**config.mk**
```make
export PLATFORM = sky130hd
export DESIGN_NAME = cursor_ovl_top
export DESIGN_NICKNAME = d
export VERILOG_FILES = /design/src/rtl/cursor_ovl_pkg.sv /design/src/rtl/cursor_ovl_addr.sv /design/src/rtl/cursor_ovl_merge.sv /design/src/rtl/cursor_ovl_seq.sv /design/src/rtl/cursor_ovl_top.sv
export SDC_FILE = /design/constraint.sdc
export NUM_CORES = 1
export LEC_CHECK = 0
export ABC_AREA = 1
export BUFFER_PORTS_ARGS = -buffer_cell sky130_fd_sc_hd__buf_2
export CORE_MARGIN = 3
export CORE_UTILIZATION = 35
export CTS_CLUSTER_SIZE = 30
export DETAILED_ROUTE_END_ITERATION = 8
export GPL_TIMING_DRIVEN = 0
export PLACE_DENSITY = 0.6
export SYNTH_ARGS = -nofsm -noshare
export SYNTH_HDL_FRONTEND = slang
export SYNTH_HIERARCHICAL = 1
export SYNTH_SLANG_ARGS = --single-unit
```
**constraint.sdc**
```tcl
create_clock -name clk_i -period 5.2 [get_ports clk_i]
set_clock_uncertainty 0.1 [all_clocks]
set_input_delay 0.26 -clock clk_i [delete_from_list [all_inputs] [get_ports clk_i]]
set_output_delay 0.26 -clock clk_i [all_outputs]
set_load 0.005 [all_outputs]
```
**src/rtl/cursor_ovl_pkg.sv**
```systemverilog
package cursor_ovl_pkg;
  typedef enum logic [2:0] {
    ST_IDLE,
    ST_RMAP,
    ST_RVIS0,
    ST_WR0,
    ST_RVIS1,
    ST_WR1,
    ST_DONE
  } ovl_state_e;
endpackage

```
**src/rtl/cursor_ovl_addr.sv**
```systemverilog
module cursor_ovl_addr #(
  parameter int DW         = 16,
  parameter int AW         = 16,
  parameter int LINE_WORDS = 64,
  parameter int XW         = $clog2(DW) + $clog2(LINE_WORDS),
  parameter int LW         = AW - $clog2(LINE_WORDS)
) (
  input  logic [XW-1:0]         cursor_x_i,
  input  logic [LW-1:0]         cursor_line_i,
  input  logic                  odd_field_i,
  input  logic [AW-1:0]         map_base_i,
  input  logic [AW-1:0]         buf_base_i,
  output logic [AW-1:0]         vis_start_o,
  output logic [AW-1:0]         buf_start_o,
  output logic [AW-1:0]         map_start_o,
  output logic [$clog2(DW)-1:0] ofs_o
);
  localparam int OFFW = $clog2(DW);
  localparam int COLW = $clog2(LINE_WORDS);

  logic [COLW-1:0] col;
  logic [AW-1:0]   odd_ofs;

  assign col         = cursor_x_i[XW-1:OFFW];
  assign ofs_o       = cursor_x_i[OFFW-1:0];
  assign odd_ofs     = odd_field_i ? AW'(LINE_WORDS) : '0;
  assign vis_start_o = {cursor_line_i, col};
  assign buf_start_o = buf_base_i + odd_ofs + AW'(col);
  assign map_start_o = map_base_i | AW'(odd_field_i);
endmodule

```
**src/rtl/cursor_ovl_merge.sv**
```systemverilog
module cursor_ovl_merge #(
  parameter int DW = 16
) (
  input  logic [DW-1:0]         word_i,
  input  logic [$clog2(DW)-1:0] ofs_i,
  input  logic [DW-1:0]         rot_q_i,
  input  logic [DW-1:0]         mask_i,
  input  logic                  second_i,
  output logic [DW-1:0]         rot_o,
  output logic [DW-1:0]         merged_o
);
  localparam int OFFW = $clog2(DW);

  logic [DW-1:0] stage [OFFW+1];
  assign stage[0] = word_i;

  // log-depth right rotator, one stage per offset bit
  for (genvar s = 0; s < OFFW; s++) begin : g_rot
    localparam int SH = 1 << s;
    assign stage[s+1] = ofs_i[s] ? {stage[s][SH-1:0], stage[s][DW-1:SH]} : stage[s];
  end

  assign rot_o = stage[OFFW];

  logic [DW-1:0] sel_mask;
  assign sel_mask = second_i ? ~mask_i : mask_i;
  assign merged_o = word_i | (rot_q_i & sel_mask);

  always_comb begin
    if ((merged_o & word_i) != word_i)
      assert_keep_bitmap_R6: assert (1'b0);
  end
endmodule

```
**src/rtl/cursor_ovl_seq.sv**
```systemverilog
module cursor_ovl_seq
  import cursor_ovl_pkg::*;
#(
  parameter int DW         = 16,
  parameter int AW         = 16,
  parameter int LINE_WORDS = 64,
  parameter int ROWS       = 8
) (
  input  logic                  clk_i,
  input  logic                  rst_ni,
  input  logic                  start_i,
  input  logic                  display_on_i,
  input  logic                  scroll_on_i,
  input  logic [AW-1:0]         vis_start_i,
  input  logic [AW-1:0]         buf_start_i,
  input  logic [AW-1:0]         map_start_i,
  input  logic [$clog2(DW)-1:0] ofs_i,
  input  logic [DW-1:0]         mask_i,
  input  logic [DW-1:0]         rot_i,
  input  logic [DW-1:0]         merged_i,
  output logic [$clog2(DW)-1:0] ofs_q_o,
  output logic [DW-1:0]         mask_q_o,
  output logic [DW-1:0]         rot_q_o,
  output logic                  second_o,
  output logic                  mem_req_o,
  output logic                  mem_we_o,
  output logic [AW-1:0]         mem_addr_o,
  output logic [DW-1:0]         mem_wdata_o,
  output logic                  busy_o,
  output logic                  done_o
);
  localparam int OFFW     = $clog2(DW);
  localparam int CNTW     = $clog2(ROWS + 1);
  localparam int ROW_STEP = 2 * LINE_WORDS;
  localparam int MAP_STEP = 2;

  ovl_state_e      state_q, state_d;
  logic [CNTW-1:0] cnt_q;
  logic [AW-1:0]   vis_q, buf_q, map_q;
  logic [OFFW-1:0] ofs_q;
  logic [DW-1:0]   mask_q, rot_q;
  logic            go, skip, suppress;
  logic [AW-1:0]   buf_hi;

  assign go       = (state_q == ST_IDLE) && start_i;
  assign skip     = !display_on_i || scroll_on_i;
  assign buf_hi   = buf_q + AW'(1);
  assign suppress = (buf_hi[7:0] == 8'hFF);

  always_comb begin
    state_d = state_q;
    unique case (state_q)
      ST_IDLE:  if (start_i) state_d = skip ? ST_DONE : ST_RMAP;
      ST_RMAP:  state_d = ST_RVIS0;
      ST_RVIS0: state_d = ST_WR0;
      ST_WR0:   state_d = ST_RVIS1;
      ST_RVIS1: state_d = ST_WR1;
      ST_WR1:   state_d = (cnt_q == '0) ? ST_DONE : ST_RMAP;
      ST_DONE:  state_d = ST_IDLE;
      default:  state_d = ST_IDLE;
    endcase
  end

  always_ff @(posedge clk_i or negedge rst_ni) begin
    if (!rst_ni) begin
      state_q <= ST_IDLE;
      cnt_q   <= '0;
      vis_q   <= '0;
      buf_q   <= '0;
      map_q   <= '0;
      ofs_q   <= '0;
      mask_q  <= '0;
      rot_q   <= '0;
    end else begin
      state_q <= state_d;
      if (go && !skip) begin
        cnt_q  <= CNTW'(ROWS - 1);
        vis_q  <= vis_start_i;
        buf_q  <= buf_start_i;
        map_q  <= map_start_i;
        ofs_q  <= ofs_i;
        mask_q <= mask_i;
      end
      if (state_q == ST_RVIS0) rot_q <= rot_i;
      if (state_q == ST_WR1) begin
        vis_q <= vis_q + AW'(ROW_STEP);
        buf_q <= buf_q + AW'(ROW_STEP);
        map_q <= map_q + AW'(MAP_STEP);
        if (cnt_q != '0) cnt_q <= cnt_q - CNTW'(1);
      end
    end
  end

  always_comb begin
    mem_req_o  = 1'b0;
    mem_we_o   = 1'b0;
    mem_addr_o = '0;
    unique case (state_q)
      ST_RMAP:  begin mem_req_o = 1'b1; mem_addr_o = map_q; end
      ST_RVIS0: begin mem_req_o = 1'b1; mem_addr_o = vis_q; end
      ST_WR0:   begin mem_req_o = 1'b1; mem_we_o = 1'b1; mem_addr_o = buf_q; end
      ST_RVIS1: begin mem_req_o = 1'b1; mem_addr_o = vis_q + AW'(1); end
      ST_WR1: begin
        mem_req_o  = !suppress;
        mem_we_o   = !suppress;
        mem_addr_o = buf_hi;
      end
      default: ;
    endcase
  end

  assign mem_wdata_o = merged_i;
  assign second_o    = (state_q == ST_WR1);
  assign ofs_q_o     = ofs_q;
  assign mask_q_o    = mask_q;
  assign rot_q_o     = rot_q;
  assign busy_o      = (state_q != ST_IDLE) && (state_q != ST_DONE);
  assign done_o      = (state_q == ST_DONE);

  assert_row_limit_R3: assert property (@(posedge clk_i) disable iff (!rst_ni)
    cnt_q <= CNTW'(ROWS - 1));
  assert_map_step_R8: assert property (@(posedge clk_i) disable iff (!rst_ni)
    (state_q == ST_WR1 && cnt_q != '0) |=> (map_q == $past(map_q) + AW'(MAP_STEP)) &&
                                            (vis_q == $past(vis_q) + AW'(ROW_STEP)));
  assert_no_ff_write_R9: assert property (@(posedge clk_i) disable iff (!rst_ni)
    (second_o && mem_addr_o[7:0] == 8'hFF) |-> !mem_req_o);
  assert_skip_R10: assert property (@(posedge clk_i) disable iff (!rst_ni)
    (go && skip) |=> done_o && !mem_req_o);
  assert_done_pulse_R2: assert property (@(posedge clk_i) disable iff (!rst_ni)
    done_o |=> !done_o && !busy_o);
  assert_restart_ignored_R11: assert property (@(posedge clk_i) disable iff (!rst_ni)
    (busy_o && start_i && state_q != ST_WR1) |=> busy_o);
endmodule

```
**src/rtl/cursor_ovl_top.sv**
```systemverilog
module cursor_ovl_top #(
  parameter int DW         = 16,
  parameter int AW         = 16,
  parameter int LINE_WORDS = 64,
  parameter int ROWS       = 8,
  parameter int XW         = $clog2(DW) + $clog2(LINE_WORDS),
  parameter int LW         = AW - $clog2(LINE_WORDS)
) (
  input  logic          clk_i,
  input  logic          rst_ni,
  input  logic          start_i,
  input  logic [XW-1:0] cursor_x_i,
  input  logic [LW-1:0] cursor_line_i,
  input  logic [DW-1:0] cursor_mask_i,
  input  logic          odd_field_i,
  input  logic          display_on_i,
  input  logic          scroll_on_i,
  input  logic [AW-1:0] map_base_i,
  input  logic [AW-1:0] buf_base_i,
  output logic          mem_req_o,
  output logic          mem_we_o,
  output logic [AW-1:0] mem_addr_o,
  output logic [DW-1:0] mem_wdata_o,
  input  logic [DW-1:0] mem_rdata_i,
  output logic          busy_o,
  output logic          done_o
);
  localparam int OFFW = $clog2(DW);

  logic [AW-1:0]   vis_start, buf_start, map_start;
  logic [OFFW-1:0] ofs, ofs_q;
  logic [DW-1:0]   mask_q, rot, rot_q, merged;
  logic            second;

  cursor_ovl_addr #(.DW(DW), .AW(AW), .LINE_WORDS(LINE_WORDS), .XW(XW), .LW(LW)) u_addr (
    .cursor_x_i    (cursor_x_i),
    .cursor_line_i (cursor_line_i),
    .odd_field_i   (odd_field_i),
    .map_base_i    (map_base_i),
    .buf_base_i    (buf_base_i),
    .vis_start_o   (vis_start),
    .buf_start_o   (buf_start),
    .map_start_o   (map_start),
    .ofs_o         (ofs)
  );

  cursor_ovl_merge #(.DW(DW)) u_merge (
    .word_i   (mem_rdata_i),
    .ofs_i    (ofs_q),
    .rot_q_i  (rot_q),
    .mask_i   (mask_q),
    .second_i (second),
    .rot_o    (rot),
    .merged_o (merged)
  );

  cursor_ovl_seq #(.DW(DW), .AW(AW), .LINE_WORDS(LINE_WORDS), .ROWS(ROWS)) u_seq (
    .clk_i        (clk_i),
    .rst_ni       (rst_ni),
    .start_i      (start_i),
    .display_on_i (display_on_i),
    .scroll_on_i  (scroll_on_i),
    .vis_start_i  (vis_start),
    .buf_start_i  (buf_start),
    .map_start_i  (map_start),
    .ofs_i        (ofs),
    .mask_i       (cursor_mask_i),
    .rot_i        (rot),
    .merged_i     (merged),
    .ofs_q_o      (ofs_q),
    .mask_q_o     (mask_q),
    .rot_q_o      (rot_q),
    .second_o     (second),
    .mem_req_o    (mem_req_o),
    .mem_we_o     (mem_we_o),
    .mem_addr_o   (mem_addr_o),
    .mem_wdata_o  (mem_wdata_o),
    .busy_o       (busy_o),
    .done_o       (done_o)
  );

  assert_write_is_req_R2: assert property (@(posedge clk_i) disable iff (!rst_ni)
    mem_we_o |-> mem_req_o && busy_o);
endmodule

```
==> results.md <==
- The slowest stage of the critical path belongs to the cell clkbuf_1.
- The initial utilization of the core area, before any placement, comes to 36.3%.
- The classification of the worst setup path is flop to output port.
- The layout net count is 1382.
- The count of final hold-check violations is 0.
- The detailed router placed 7961 vias in this run.
- The count of final setup violators is 0.
- The critical path startpoint category is a flop.
- After routing the design area is 8980 µm².
- The worst-case IR drop observed on VDD is 0.198 mV.
- TritonCTS built the clock tree.
- In this run the worst path has a maximum fanout of 14.
- The number of standard-cell rows in the floorplan is 53.
- The post-cts hold buffer count is 9.
- The flow ran to the end, and the final reports show no timing, DRC or antenna violations.
- The largest single stage delay on the critical path is 0.51 ns.
- In the finished design, the share of the clock period the worst path needs comes to 60.3%.
- The total I/O pin count is 126.
- The number of gates resized after CTS was 0.
- The maximum number of pins on one net before global-route repair is 54.
- The internal cell power is 0.00247 W.
- The core region is 21400 µm².
- The routability congestion estimate is 0.927.
- Of the cells placed in the final design, the portion with a size suffix greater than 1 is 23.5%.
- For this run, the number of Yosys warnings is 6.
- The global route total overflow is 0.
- Synthesis produced 1160 cells.
- The initial antenna violation count came to 0.
- After detailed routing, the average wire length per cell comes to 16.4 µm.
- The most common cell in the synthesized netlist is nand2_1.
- In this run, CTS created clock tree buffers numbering 9.
- On the final layout, the worst hold slack is 0.00849 ns.
- Counting instances in the post-synthesis netlist gives the leading cell types as nand2_1 (440), nand3_1 (155), dfrtp_1 (91).
- The root buffer selected by CTS is clkbuf_16.
- The DRC marker count from the first detailed-route iteration is 705.
- The mapped netlist covers 7740 µm².
- Data on the critical path arrives at its endpoint at 2.78 ns.
- After synthesis, flip-flops and latches occupy 29.4% of the total area.
- The count of nets left with antenna violations once routing finished came out at 0.
- The HPWL after detailed placement is 20.2 mm.
- Among all flip-flop cells after synthesis, the most frequent one is dfrtp_1.
- Summed over all nets, the switching power comes to 0.00243 W.
- Port buffering added 96 buffers.
- Static timing analysis puts the maximum clock frequency at 0.319 GHz.
- The global-route wire length before repair is 39.8 mm.
- The area growth from synthesis to final layout is 16.0%.
- The number of vias per cell is 5.11.
- The endpoint type of the worst setup path is an output port.
- Cells fill 42.0% of the core in the end.
- Yosys mapped a number of flops with a built-in enable equal to 0.
- From bottom edge to top edge, the die measures 155 µm.
- The share of async-settable or async-resettable flops after synthesis is 100%.
- The number of buffers inserted to repair setup after CTS is 0.
- The die area is 23900 µm².
- The post-CTS clock slew at the launch and capture registers of the worst setup and hold paths is 0.07 ns.
- For this run, the number of standard cells in the final layout without fillers is 1557.
- The total detailed-routing wirelength is 25.6 mm.
- The tree built by TritonCTS fans out to 91 sinks.
- The clock latency on the worst-skew pair is 0.36 ns.
- The count of maximum capacitance violations is 0.
- In this run the deepest clock path goes through 2 buffers.
- Of the total power, combinational logic draws 57.1%.
- Of the total power, the clock network draws 13.3%.
- Sorting the synthesized cells by area gives the leading types as dfrtp_1 (29%), nand2_1 (21%), nand3_1 (10%).
- The die is 155 µm wide.
- Counting every net in the synthesized netlist gives 1265.
- In this run the mean area of a mapped cell was 6.67 µm².
- The post-synthesis sequential element count is 91.
- The max-slew violation total from the final report is 0.
- Setup repair after global routing left no endpoint under its margin.
- The data required time at the worst endpoint is 4.84 ns.
- The repair_antennas step left the layout with diodes totalling 0.
- The number of search-and-repair iterations in the first detailed-routing pass is 6.
- Measured against its own limit, the worst slew margin works out to 60.3%.
- The sequential share of power is 29.6%.
- The worst setup slack for register-to-register paths is 3.27 ns.
- The share of the synthesized area in the top cell type is 29.4%.
- In this run the static leakage power is 4.62 nW.
- The number of remaining DRC errors is 0.
- Power spread over the standard cell area amounts to 546 nW/µm².
- The class of the tightest hold or removal check is input port to flop.
- For the finished layout, the period the worst path requires is 3.14 ns.
- The post-place instance area is 8600 µm².
- The largest total area in the synthesized netlist belongs to dfrtp_1.
- The number of distinct library cells after synthesis is 42.
- Of the total power, the share spent switching nets is 49.5%.
- The H-tree was split into 3 levels.
- The via count of the first global-routing pass is 7319.
- The transition time at the pin with the least slew margin is 0.592 ns.
- The overall fraction of global-route tracks in use is 21.1%.
- The aggregate negative setup slack is 0 ns.
- The number of placed instances, taps included, is 1532.
- The signal on the critical path passes through inv_2 > nand3_4 > inv_2 > buf_2 > clkbuf_1 > nand2_1 > a31o_2 > buf_4 > buf_2.
[cells by family after synthesis]
family	after synthesis	share of synthesized area [%]
AO/OA/AOI/OAI	112	9.63
buffers and inverters	191	13.6
XOR/XNOR	7	0.792
AND/OR/NAND/NOR	744	44.0
flip-flops	91	29.4
adder cells (fa/ha/maj)	15	2.52
[cells in the final DEF (no fill, tap or decap), types with 3 or more instances in the layout]
cell type	synthesis	routed
nand2_1	440	440
a21oi_1	23	23
a31o_2	16	16
nand2_2	5	5
nand3_4	3	3
nand2_4	12	12
ha_1	14	14
nor2_1	53	53
buf_4	63	64
inv_2	9	9
buf_2	17	112
buf_6	7	7
nand3_2	22	22
or2_2	18	18
o2111ai_1	3	3
nor2_2	3	3
nor3_1	16	16
clkbuf_16	0	9
o22ai_1	9	9
dfrtp_1	91	91
nand3_1	155	155
dlygate4sd3_1	0	9
inv_1	89	89
clkbuf_1	2	3
nand4_1	10	10
o21ai_2	3	3
o21ai_0	27	27
a22oi_1	6	6
o211ai_1	19	19
xor2_1	7	7
[path summary, 6_finish.rpt]
check / startpoint / endpoint / cells past startpoint
min in group asynchronous: rst_ni / u_seq/map_q[9]$_DFFE_PN0P_ / 2
max in group asynchronous: rst_ni / u_seq/ofs_q_o[0]$_DFFE_PN0P_ / 3
worst max-delay path: u_seq/state_q[1]$_DFFE_PN0P_ / mem_wdata_o[6] / 9
worst min-delay path: cursor_mask_i[4] / u_seq/mask_q_o[4]$_DFFE_PN0P_ / 3
worst min register to register: u_seq/cnt_q[0]$_DFF_PN0_ / u_seq/cnt_q[0]$_DFF_PN0_ / 1
worst max register to register: u_seq/map_q[2]$_DFFE_PN0P_ / u_seq/map_q[9]$_DFFE_PN0P_ / 6
[registers in the layout (all words and copies together) (netlist names)]
signal,flops
u_seq/state_q,3
u_seq/buf_q,16
u_seq/rot_q_o,16
u_seq/vis_q,16
u_seq/cnt_q,4
u_seq/mask_q_o,16
u_seq/map_q,16
u_seq/ofs_q_o,4
[metal layers]
layer  wire length [µm]  global-route usage, %
met5                  0                      0
met4                562                   6.90
met3               1690                   3.02
met2              11300                   31.9
met1              12100                   31.0
[critical path: cells and delay by family (launching register included)]
kind            cells  cell delay [ns]
buf+inv             6             1.41
compound gates      1             0.29
simple gates        2             0.27
flops               1             0.44
[power by group through the flow]
stage,logic [W],registers [W],clock network [W]
floorplan,0.00198,0.00132,0
global placement,0.00275,0.00144,0
detailed placement,0.00278,0.00145,0
CTS,0.00279,0.00144,0.000670
global route,0.00314,0.00150,0.000692
finish,0.00280,0.00145,0.000652
[area by class of cell]
cell class              count  area (µm²)
multi-input cells         878        4410
repair buffers            106         601
clock inverters             4        33.8
clock buffers              12         256
plain buffers              90         664
fillers                  2315       12400
flip-flops and latches     91        2280
inverters                 101         392
well taps                 275         344
[through the flow]
stage,setup slack (ns),power (W)
global placement,2.50,0.00419
floorplan,3.16,0.00330
finish,2.06,0.00490
detailed placement,2.48,0.00422
CTS,2.08,0.00490
global route,1.97,0.00533
(Power assumes the default switching activity.)
